## config.mk

```make
export PLATFORM = sky130hd
export DESIGN_NAME = adc_seq_fifo_bank
export DESIGN_NICKNAME = d
export VERILOG_FILES = /design/src/rtl/adc_sfb_pkg.sv /design/src/rtl/adc_sfb_decode.sv /design/src/rtl/adc_sfb_ring.sv /design/src/rtl/adc_seq_fifo_bank.sv
export SDC_FILE = /design/constraint.sdc
export NUM_CORES = 1
export LEC_CHECK = 0
export BUFFER_PORTS_ARGS = -buffer_cell sky130_fd_sc_hd__buf_2
export CORE_UTILIZATION = 35
export CTS_BUF_LIST = sky130_fd_sc_hd__clkbuf_16
export DETAILED_ROUTE_END_ITERATION = 16
export PLACE_DENSITY = 0.61
export SYNTH_ARGS = -nofsm -noshare
export SYNTH_HDL_FRONTEND = slang
export SYNTH_SLANG_ARGS = --single-unit
```

## constraint.sdc

```tcl
create_clock -name clk -period 3.11 [get_ports clk]
set_input_delay 0.311 -clock clk [delete_from_list [all_inputs] [get_ports clk]]
set_output_delay 0.311 -clock clk [all_outputs]
set_load 0.02 [all_outputs]
```

## src/rtl/adc_sfb_pkg.sv

```systemverilog
package adc_sfb_pkg;
  localparam int NSEQ     = 4;
  localparam int PTR_W    = 4;
  localparam int DEPTH    = 1 << PTR_W;
  localparam logic [31:0] MUX_KEEP = 32'h3333_3333;

  localparam int OFS_EN   = 'h00;
  localparam int OFS_MSK  = 'h04;
  localparam int OFS_RAW  = 'h08;
  localparam int OFS_MIS  = 'h0C;
  localparam int OFS_OVF  = 'h10;
  localparam int OFS_UNF  = 'h14;
  localparam int SEQ_BASE = 'h40;
  localparam int SEQ_STEP = 'h20;

  typedef enum logic [1:0] {SR_MUX, SR_CTL, SR_DATA, SR_STAT} seq_reg_e;

  typedef struct packed {
    logic     en;
    logic     msk;
    logic     raw;
    logic     mis;
    logic     ovf;
    logic     unf;
    logic     seq;
    logic [1:0] idx;
    seq_reg_e sreg;
  } dec_t;

  function automatic logic [31:0] stat_word(input logic [PTR_W-1:0] hd,
                                            input logic [PTR_W-1:0] tl,
                                            input logic full, input logic empty);
    logic [31:0] w;
    w        = '0;
    w[3:0]   = 4'(tl);
    w[7:4]   = 4'(hd);
    w[8]     = empty;
    w[12]    = full;
    return w;
  endfunction
endpackage

```

## src/rtl/adc_sfb_decode.sv

```systemverilog
module adc_sfb_decode
  import adc_sfb_pkg::*;
#(
  parameter int ADDR_W = 12
) (
  input  logic [ADDR_W-1:0] addr,
  output dec_t              dec
);
  localparam int SEQ_END = SEQ_BASE + NSEQ * SEQ_STEP;

  logic [ADDR_W-1:0] rel;
  logic              in_seq;

  always_comb begin
    rel    = addr - ADDR_W'(SEQ_BASE);
    in_seq = (addr >= ADDR_W'(SEQ_BASE)) && (addr < ADDR_W'(SEQ_END));
    dec      = '0;
    dec.en   = (addr == ADDR_W'(OFS_EN));
    dec.msk  = (addr == ADDR_W'(OFS_MSK));
    dec.raw  = (addr == ADDR_W'(OFS_RAW));
    dec.mis  = (addr == ADDR_W'(OFS_MIS));
    dec.ovf  = (addr == ADDR_W'(OFS_OVF));
    dec.unf  = (addr == ADDR_W'(OFS_UNF));
    dec.seq  = in_seq && (rel[4] == 1'b0) && (rel[1:0] == 2'b00);
    dec.idx  = rel[6:5];
    dec.sreg = seq_reg_e'(rel[3:2]);
  end
endmodule

```

## src/rtl/adc_sfb_ring.sv

```systemverilog
module adc_sfb_ring #(
  parameter int DW    = 12,
  parameter int PTR_W = 4
) (
  input  logic             clk,
  input  logic             rst,
  input  logic             push,
  input  logic [DW-1:0]    push_data,
  input  logic             pop,
  output logic [DW-1:0]    head_word,
  output logic [PTR_W-1:0] wptr,
  output logic [PTR_W-1:0] rptr,
  output logic             full,
  output logic             empty,
  output logic             ovf_evt,
  output logic             unf_evt
);
  localparam int DEPTH = 1 << PTR_W;

  logic [DW-1:0]    mem [DEPTH];
  logic             do_push, do_pop;
  logic [PTR_W-1:0] wptr_inc, rptr_inc;

  assign do_push  = push && !full;
  assign do_pop   = pop && !empty;
  assign ovf_evt  = push && full;
  assign unf_evt  = pop && empty;
  assign wptr_inc = wptr + 1'b1;
  assign rptr_inc = rptr + 1'b1;
  assign head_word = mem[rptr];

  always_ff @(posedge clk) begin
    if (do_push) mem[wptr] <= push_data;
  end

  always_ff @(posedge clk) begin
    if (rst) begin
      wptr  <= '0;
      rptr  <= '0;
      full  <= 1'b0;
      empty <= 1'b1;
    end else begin
      if (do_push) wptr <= wptr_inc;
      if (do_pop)  rptr <= rptr_inc;
      if (do_push && !do_pop) begin
        empty <= 1'b0;
        full  <= (wptr_inc == rptr);
      end else if (do_pop && !do_push) begin
        full  <= 1'b0;
        empty <= (rptr_inc == wptr);
      end
    end
  end
endmodule

```

## src/rtl/adc_seq_fifo_bank.sv

```systemverilog
module adc_seq_fifo_bank
  import adc_sfb_pkg::*;
#(
  parameter int SMP_W  = 12,
  parameter int ADDR_W = 12
) (
  input  logic              clk,
  input  logic              rst,
  input  logic              smp_trig,
  input  logic [SMP_W-1:0]  smp_data,
  input  logic              reg_wr,
  input  logic              reg_rd,
  input  logic [ADDR_W-1:0] reg_addr,
  input  logic [31:0]       reg_wdata,
  output logic [31:0]       reg_rdata,
  output logic              irq
);
  dec_t dec;

  logic [NSEQ-1:0]  seq_en, irq_msk, irq_raw, ovf_flg, unf_flg;
  logic [NSEQ-1:0]  ovf_evt, unf_evt, full_v, empty_v;
  logic [31:0]      mux_q [NSEQ];
  logic [31:0]      ctl_q [NSEQ];
  logic [SMP_W-1:0] hw_v  [NSEQ];
  logic [PTR_W-1:0] wp_v  [NSEQ];
  logic [PTR_W-1:0] rp_v  [NSEQ];
  logic             accept;
  logic [31:0]      rd_mux;

  adc_sfb_decode #(.ADDR_W(ADDR_W)) u_dec (.addr(reg_addr), .dec(dec));

  assign accept = smp_trig && seq_en[0];

  for (genvar g = 0; g < NSEQ; g++) begin : g_seq
    logic push_g, pop_g;
    if (g == 0) begin : g_fed
      assign push_g = accept;
    end else begin : g_dry
      assign push_g = 1'b0;
    end
    assign pop_g = reg_rd && dec.seq && (dec.idx == 2'(g)) && (dec.sreg == SR_DATA);

    adc_sfb_ring #(.DW(SMP_W), .PTR_W(PTR_W)) u_ring (
      .clk      (clk),
      .rst      (rst),
      .push     (push_g),
      .push_data(smp_data),
      .pop      (pop_g),
      .head_word(hw_v[g]),
      .wptr     (wp_v[g]),
      .rptr     (rp_v[g]),
      .full     (full_v[g]),
      .empty    (empty_v[g]),
      .ovf_evt  (ovf_evt[g]),
      .unf_evt  (unf_evt[g])
    );

    always_ff @(posedge clk) begin
      if (rst) begin
        mux_q[g] <= '0;
        ctl_q[g] <= '0;
      end else if (reg_wr && dec.seq && (dec.idx == 2'(g))) begin
        if (dec.sreg == SR_MUX) mux_q[g] <= reg_wdata & MUX_KEEP;
        if (dec.sreg == SR_CTL) ctl_q[g] <= reg_wdata;
      end
    end
  end

  // Global registers; a new event wins over a same-cycle clear.
  always_ff @(posedge clk) begin
    if (rst) begin
      seq_en  <= '0;
      irq_msk <= '0;
      irq_raw <= '0;
      ovf_flg <= '0;
      unf_flg <= '0;
    end else begin
      if (reg_wr && dec.en)  seq_en  <= reg_wdata[NSEQ-1:0];
      if (reg_wr && dec.msk) irq_msk <= reg_wdata[NSEQ-1:0];
      irq_raw <= (irq_raw & ~((reg_wr && dec.mis) ? reg_wdata[NSEQ-1:0] : '0))
                 | {{(NSEQ-1){1'b0}}, accept};
      ovf_flg <= (ovf_flg & ~((reg_wr && dec.ovf) ? reg_wdata[NSEQ-1:0] : '0)) | ovf_evt;
      unf_flg <= (unf_flg & ~((reg_wr && dec.unf) ? reg_wdata[NSEQ-1:0] : '0)) | unf_evt;
    end
  end

  always_comb begin
    rd_mux = '0;
    if (dec.en)  rd_mux[NSEQ-1:0] = seq_en;
    if (dec.msk) rd_mux[NSEQ-1:0] = irq_msk;
    if (dec.raw) rd_mux[NSEQ-1:0] = irq_raw;
    if (dec.mis) rd_mux[NSEQ-1:0] = irq_raw & irq_msk;
    if (dec.ovf) rd_mux[NSEQ-1:0] = ovf_flg;
    if (dec.unf) rd_mux[NSEQ-1:0] = unf_flg;
    if (dec.seq) begin
      unique case (dec.sreg)
        SR_MUX:  rd_mux = mux_q[dec.idx];
        SR_CTL:  rd_mux = ctl_q[dec.idx];
        SR_DATA: rd_mux = 32'(hw_v[dec.idx]);
        SR_STAT: rd_mux = stat_word(wp_v[dec.idx], rp_v[dec.idx],
                                    full_v[dec.idx], empty_v[dec.idx]);
        default: rd_mux = '0;
      endcase
    end
  end

  always_ff @(posedge clk) begin
    if (rst)         reg_rdata <= '0;
    else if (reg_rd) reg_rdata <= rd_mux;
  end

  assign irq = |(irq_raw & irq_msk);
endmodule

```

==> results of run 1 <==
[final cells by class]
cell class	instances	area [µm²]
Antenna cell	2	5.00
Clock buffer	50	1250
Clock inverter	44	387
Fill cell	4986	32200
Inverter	13	48.8
Multi-Input combinational cell	751	6250
Sequential cell	465	13200
Tap cell	748	936
Timing Repair Buffer	165	1150
[stage by stage]
stage                     power [W]  util, %  worst slack (ns)  hold WS (ns)  instance area [µm²]
final                        0.0133     41.8             0.759        0.0269                23200
after global routing         0.0137     41.8             0.550        0.0138                23200
after detailed placement    0.00756     38.7             0.326         0.441                21500
after floorplan             0.00730        -             0.201         0.399                19800
after global placement      0.00754     38.7             0.392         0.437                21500
after CTS                    0.0134     41.8             0.724       0.00331                23200
[power by group through the flow]
stage / sequential (W) / clock, W / combinational (W)
finish: 0.00689 / 0.00587 / 0.000543
global route: 0.00689 / 0.00623 / 0.000584
CTS: 0.00689 / 0.00599 / 0.000546
detailed placement: 0.00702 / 0 / 0.000536
global placement: 0.00701 / 0 / 0.000532
floorplan: 0.00701 / 0 / 0.000289
[cell usage in the layout, fill, tap and decap left out, drive strengths merged, types with 7 or more instances in the layout]
cell type	instances
nor4	7
a21oi	53
clkinv	26
buf	158
nand2	103
o21ai	20
mux2i	16
ha	9
clkbuf	50
nor2b	8
dlygate4sd3	7
mux4	110
xor2	12
or3	10
dfxtp	81
nand4	7
nand3	30
edfxtp	384
and2	192
inv	26
nor3	13
xnor2	10
nor2	71
nand2b	13
[worst max-delay path: cells and delay by family, from the launching register on]
| family | cells | cell delay [ns] |
|---|---|---|
| buffers and inverters | 1 | 0.36 |
| flip-flops | 1 | 0.36 |
| multiplexers | 2 | 1.09 |
| AO/OA/AOI/OAI | 1 | 0.31 |
| AND/OR/NAND/NOR | 1 | 0.08 |
[registers in the layout, indices dropped and copies added (netlist names), named ones only]
signal	count
g_seq.u_ring.full	1
g_seq.u_ring.wptr	4
g_seq.u_ring.empty	4
mux_q	64
ctl_q	128
reg_rdata	32
irq_msk	4
irq_raw	4
g_seq.u_ring.mem	192
unf_flg	4
seq_en	4
g_seq.u_ring.rptr	16
ovf_flg	4
[worst max-delay path by stage]
stage	from	depth (start not counted)	slack (ns)	end
global route	seq_en[0]	5	0.55	g_seq[0].u_ring.mem[3][0]
finish	register	5	0.76	reg_rdata[11]
floorplan	reg_addr[8]	6	0.20	ctl_q[0][0]
global placement	reg_addr[8]	6	0.39	ctl_q[1][17]
CTS	register	5	0.72	reg_rdata[11]
detailed placement	reg_addr[8]	6	0.33	ctl_q[1][13]
[routing by layer]
metal | up-vias | wire length, µm | global-route usage (%)
li1 | 5238 | - | -
met1 | 5911 | 21300 | 24.2
met2 | 405 | 22100 | 26.1
met3 | 85 | 3900 | 4.34
met4 | 14 | 1040 | 4.93
met5 | - | 88 | 0
[kinds of logic (layout without fill, tap and decap cells)]
family | Yosys count | in the layout
compound gates | 120 | 120
xor+xnor | 22 | 22
simple gates | 474 | 474
other cells | 0 | 2
fa+ha+maj | 9 | 9
buf+inv | 94 | 272
mux | 126 | 126
flops | 465 | 465
==> results.ini, run 1 <==
[clocking]
cts_root_buf=clkbuf_16
post-cts-setup-buffers=0
cts_num_sinks=465
worstSkewPairLatency_ns=0.63
ctsHtreeMaxLevel=2
ctsResizeCount=0
hold_buffers=7
clkTransAtPathRegs_ns=0.06
cts_buffers=50
clockBufferDepth=3
cts_tree=built

[floorplanning]
die_x_um=240
initial_core_util_pct=35.7
rows=86
chipHeight_um=240
dieArea_um2=57400
io_pins=94
coreArea_um2=55400

[worst_setup_path]
cp-end-kind=register
rr_worst_depth=5
crit_slowest_cell=mux4_2
cp_common_cell=mux4_2
cp.required_ns=3.57
crit_chain=buf_4, mux4_2, mux4_2, a221oi_1, nor3_1
max_stage_delay_ns=0.57
arrival_ns=2.81
r2r-end=reg_rdata[11]
startpoint_type=register
regToRegSetupSlack_ns=0.76
path_class=reg2reg
crit_fanout=20

[synth]
synthFlopType=edfxtp_1
synth_seq_area_share_pct=66.6
synth_top_area_cell=edfxtp_1
yosys_warnings=0
synth.area.mux_share_pct=13.3
synth-simple-area-share_pct=12.8
synth_area_per_cell_um2=15.1
synth_top_family_by_area=multiplexers
synth.distinct_cells=61
synth_most_common_cell=edfxtp_1
synth_fp_nets=1380
synth_compound_area_share_pct=3.78
synthArstFlopShare_pct=0
post_synth_fa_ha_maj_area_fraction_pct=0.570
synth-edff-count=384
synth.area.top_cells=edfxtp_1 (58%), mux4_2 (13%), dfxtp_1 (8.2%)
syn_area_um2=19800
netlist_instances=1310
ys_ff_latch=465
synth_common_cells=edfxtp_1 (384), and2_1 (192), mux4_2 (110)
synth_top_area_share_pct=58.4
synth-xor-area-share_pct=0.975

[sta]
slew_violations=0
fmax_mhz=425
setup_viol=0
finalSetupTns_ns=0
post-route-period-util_pct=75.6
hold_violations=0
timing.slew.headroom_pct=42.8
finalCriticalPeriod_ns=2.35
worst_pin_slew_ns=0.851
fin_skew_ns=0.0614
rsz0062_at_grt=false

[power]
pwr-share-seq_pct=51.8
power_frac_comb_pct=4.1
clkPwrFrac_pct=44.1
p_switching_w=0.00288
p_int_w=0.0104
swShare_pct=21.6
ir_drop_mv=0.404
leakagePower_nw=7.91
powerDensity_nw_per_um2=574

[final_layout]
drive_gt1_share_pct=23.8
layout.nets=1516
stdcell_count=2238
area_growth_pct=17.4

[grt]
first_global_vias=11741
grt_pass1_wl_mm=73.0
grt.overflow.total=0
track_usage_pct=17.2
grt_max_degree=57
grt_antenna_before_repair=8

[worst_hold_path]
hold_end=ovf_flg[0]
min_path_cells=3
worst_hold_path_type=in2reg
hold_start=smp_trig

[place]
place_inst=2135
dp_hpwl_mm=31.6
globalplace.congestion=0.897
port_buffers=93

[run]
maxCapViolations=0

[detailed_routing]
first_iter_violations=985
viasPerCell=5.21
vias=11653
firstDrtPassIters=5
avgRoutedWirePerCell_um=21.6
remaining_drc_errors=0
postRouteAntennaNets=0
routed_wl_mm=48.4

[status]
status=finished clean

No activity file was read; power rests on OpenSTA's default activity.
==> run 2: changes to the inputs <==
Settings changed: ABC_AREA set to 1.
Clock period 3.11 ns to 1.9 ns, I/O delays scaled along.
==> results.ini, run 2 <==
[status]
status=finished clean

[worst_setup_path]
cp-end-kind=register
rr_worst_depth=12
crit_fanout=32
arrival_ns=2.25
path_class=reg2reg
startpoint_type=register
cp.required_ns=2.40

[synth]
synth_common_cells=edfxtp_1 (384), nor2_1 (354), nand2_1 (348)
synth_fp_nets=2009
synth_top_area_share_pct=57.7
synth.distinct_cells=45
synth_area_per_cell_um2=10.3
synth_top_area_cell=edfxtp_1
netlist_instances=1939
synthArstFlopShare_pct=0
synth_seq_area_share_pct=65.8
yosys_warnings=0
synth-edff-count=384
ys_ff_latch=465
synthFlopType=edfxtp_1
synth_most_common_cell=edfxtp_1
synth.area.top_cells=edfxtp_1 (58%), dfxtp_1 (8.1%), nor2_1 (6.6%)
syn_area_um2=20000

[floorplanning]
io_pins=94
initial_core_util_pct=35.4
dieArea_um2=58100
rows=87
coreArea_um2=56400
chipHeight_um=241
die_x_um=241

[place]
placed_cell_area_um2=22100
globalplace.congestion=0.869
dp_hpwl_mm=33.9
port_buffers=93

[sta]
fin_skew_ns=0.0201
slew_violations=0
timing.slew.headroom_pct=54.8
setup_viol=0
whs_ns=0.0182
post-route-period-util_pct=92.5
fmax_mhz=569
rsz0062_at_grt=true
hold_violations=0
worst_pin_slew_ns=0.678
finalCriticalPeriod_ns=1.76

[clocking]
cts_tree=built
worstSkewPairLatency_ns=0.60
clkTransAtPathRegs_ns=0.06
cts_root_buf=clkbuf_16
cts_buffers=49
ctsHtreeMaxLevel=2
post-cts-setup-buffers=0
clockBufferDepth=3
cts_num_sinks=465

[detailed_routing]
postRouteAntennaNets=0
routed_wl_mm=53.3
remaining_drc_errors=0
first_iter_violations=1126
firstDrtPassIters=5
avgRoutedWirePerCell_um=18.3
vias=14685
viasPerCell=5.05

[worst_hold_path]
worst_hold_path_type=in2reg
min_path_cells=1

[final_layout]
diodes=0
top_register=g_seq.u_ring.mem
layout.nets=2181
final_area_um2=24100
largest_reg_flops=192
n_fill_cell=5394
top_regs=g_seq.u_ring.mem (192), ctl_q (128), mux_q (64)
final_cell_mix=edfxtp_1 (384), nor2_1 (352), nand2_1 (343), inv_1 (159), nand3_1 (142)
drive_gt1_share_pct=13.4
final_common_cell=edfxtp_1
area_growth_pct=20.4

[power]
leakagePower_nw=9.31
p_int_w=0.0169
powerDensity_nw_per_um2=903
pwr-share-seq_pct=51.9
p_switching_w=0.00479
ir_drop_mv=0.729
power_frac_comb_pct=4.6
clkPwrFrac_pct=43.6
swShare_pct=22.0

[run]
maxCapViolations=0

[grt]
grt_antenna_before_repair=0
grt_pass1_wl_mm=81.1
track_usage_pct=18.3
grt_max_degree=53
first_global_vias=14439
grt.overflow.total=0

==> run 2: changes by cell type after synthesis, sizes merged, moves of 21 or more <==
| cell | before | now |
|---|---|---|
| inv | 12 | 146 |
| buf | 20 | 68 |
| nand2 | 103 | 351 |
| clkbuf | 61 | 40 |
| a22oi | 5 | 36 |
| nor2 | 71 | 361 |
| nand3 | 30 | 142 |
| o211ai | 1 | 22 |
| mux4 | 110 | 0 |
| o21ai | 20 | 111 |
| and2 | 192 | 0 |
| a21oi | 53 | 86 |
==> run 2: final timing paths <==
| path | startpoint | endpoint | slack [ns] |
|---|---|---|---|
| min | smp_data[11] | g_seq[0].u_ring.mem[4][11] | 0.02 |
| max reg2reg | register | reg_rdata[0] | 0.14 |
| max | register | reg_rdata[0] | 0.14 |
| min reg2reg | reg_rdata[23] | reg_rdata[23] | 0.46 |
==> run 2: kinds of logic after synthesis <==
family                   share of synthesized area (%)
adder cells (fa/ha/maj)                          0.563
AND/OR/NAND/NOR                                   18.8
buffers and inverters                             5.47
flip-flops                                        65.8
XOR/XNOR                                         0.570
AO/OA/AOI/OAI                                     8.81
==> run 2: layer usage <==
metal	up-vias	GRT usage, %	share of wire (%)
met5	-	0	0
met4	0	5.70	2.2
met3	90	3.27	6.1
met2	426	30.9	49
met1	7173	23.6	43
li1	6996	-	-
==> run 2: what timing repair did <==
item                       4_1_cts  5_1_grt
hold buffers                    34        0
hold endpoints to repair       226        0
setup endpoints to repair        0        9
resized for setup                0        7
==> run 2: per-stage QoR <==
| step | worst slack (ns) | setup TNS, ns | cells | util (%) | power, W |
|---|---|---|---|---|---|
| 2_1_floorplan | -0.0629 | -6.06 | 1939 | - | 0.0119 |
| 4_1_cts | 0.0973 | 0 | 2906 | 42.6 | 0.0219 |
| 6_report | 0.143 | 0 | 2907 | 42.7 | 0.0217 |
| 3_3_place_gp | -0.0635 | -2.15 | 2781 | 39.2 | 0.0124 |
| 3_5_place_dp | -0.0507 | -4.39 | 2781 | 39.2 | 0.0124 |
| 5_1_grt | -0.00541 | -0.00541 | 2907 | 42.7 | 0.0224 |
==> run 2: final cells by class <==
cell class / instances / area (µm²) / share of cell area [%]
Inverter: 147 / 554 / 2.30
Clock buffer: 49 / 1230 / 5.09
Timing Repair Buffer: 229 / 2060 / 8.54
Tap cell: 756 / 946 / 3.93
Multi-Input combinational cell: 1219 / 5770 / 24.0
Clock inverter: 42 / 357 / 1.48
Sequential cell: 465 / 13200 / 54.7
==> run 2: critical path: stages (launching register included) <==
cell and delay [ns]:
dfxtp_4 0.45, inv_4 0.08, buf_12 0.17, o21ai_0 0.17, nand3_1 0.09, nand3_1 0.14, nand2_1 0.09, nand2_1 0.11
nand2_1 0.06, nand2_1 0.10, nand3_1 0.08, nand2_1 0.07, inv_1 0.04
==> run 2: power by group through the flow <==
stage	clock [W]	combinational (W)	sequential (W)
after global placement	0	0.000928	0.0115
after global routing	0.0100	0.00107	0.0113
final	0.00947	0.000991	0.0113
after floorplan	0	0.000449	0.0115
after CTS	0.00965	0.000995	0.0113
after detailed placement	0	0.000945	0.0115
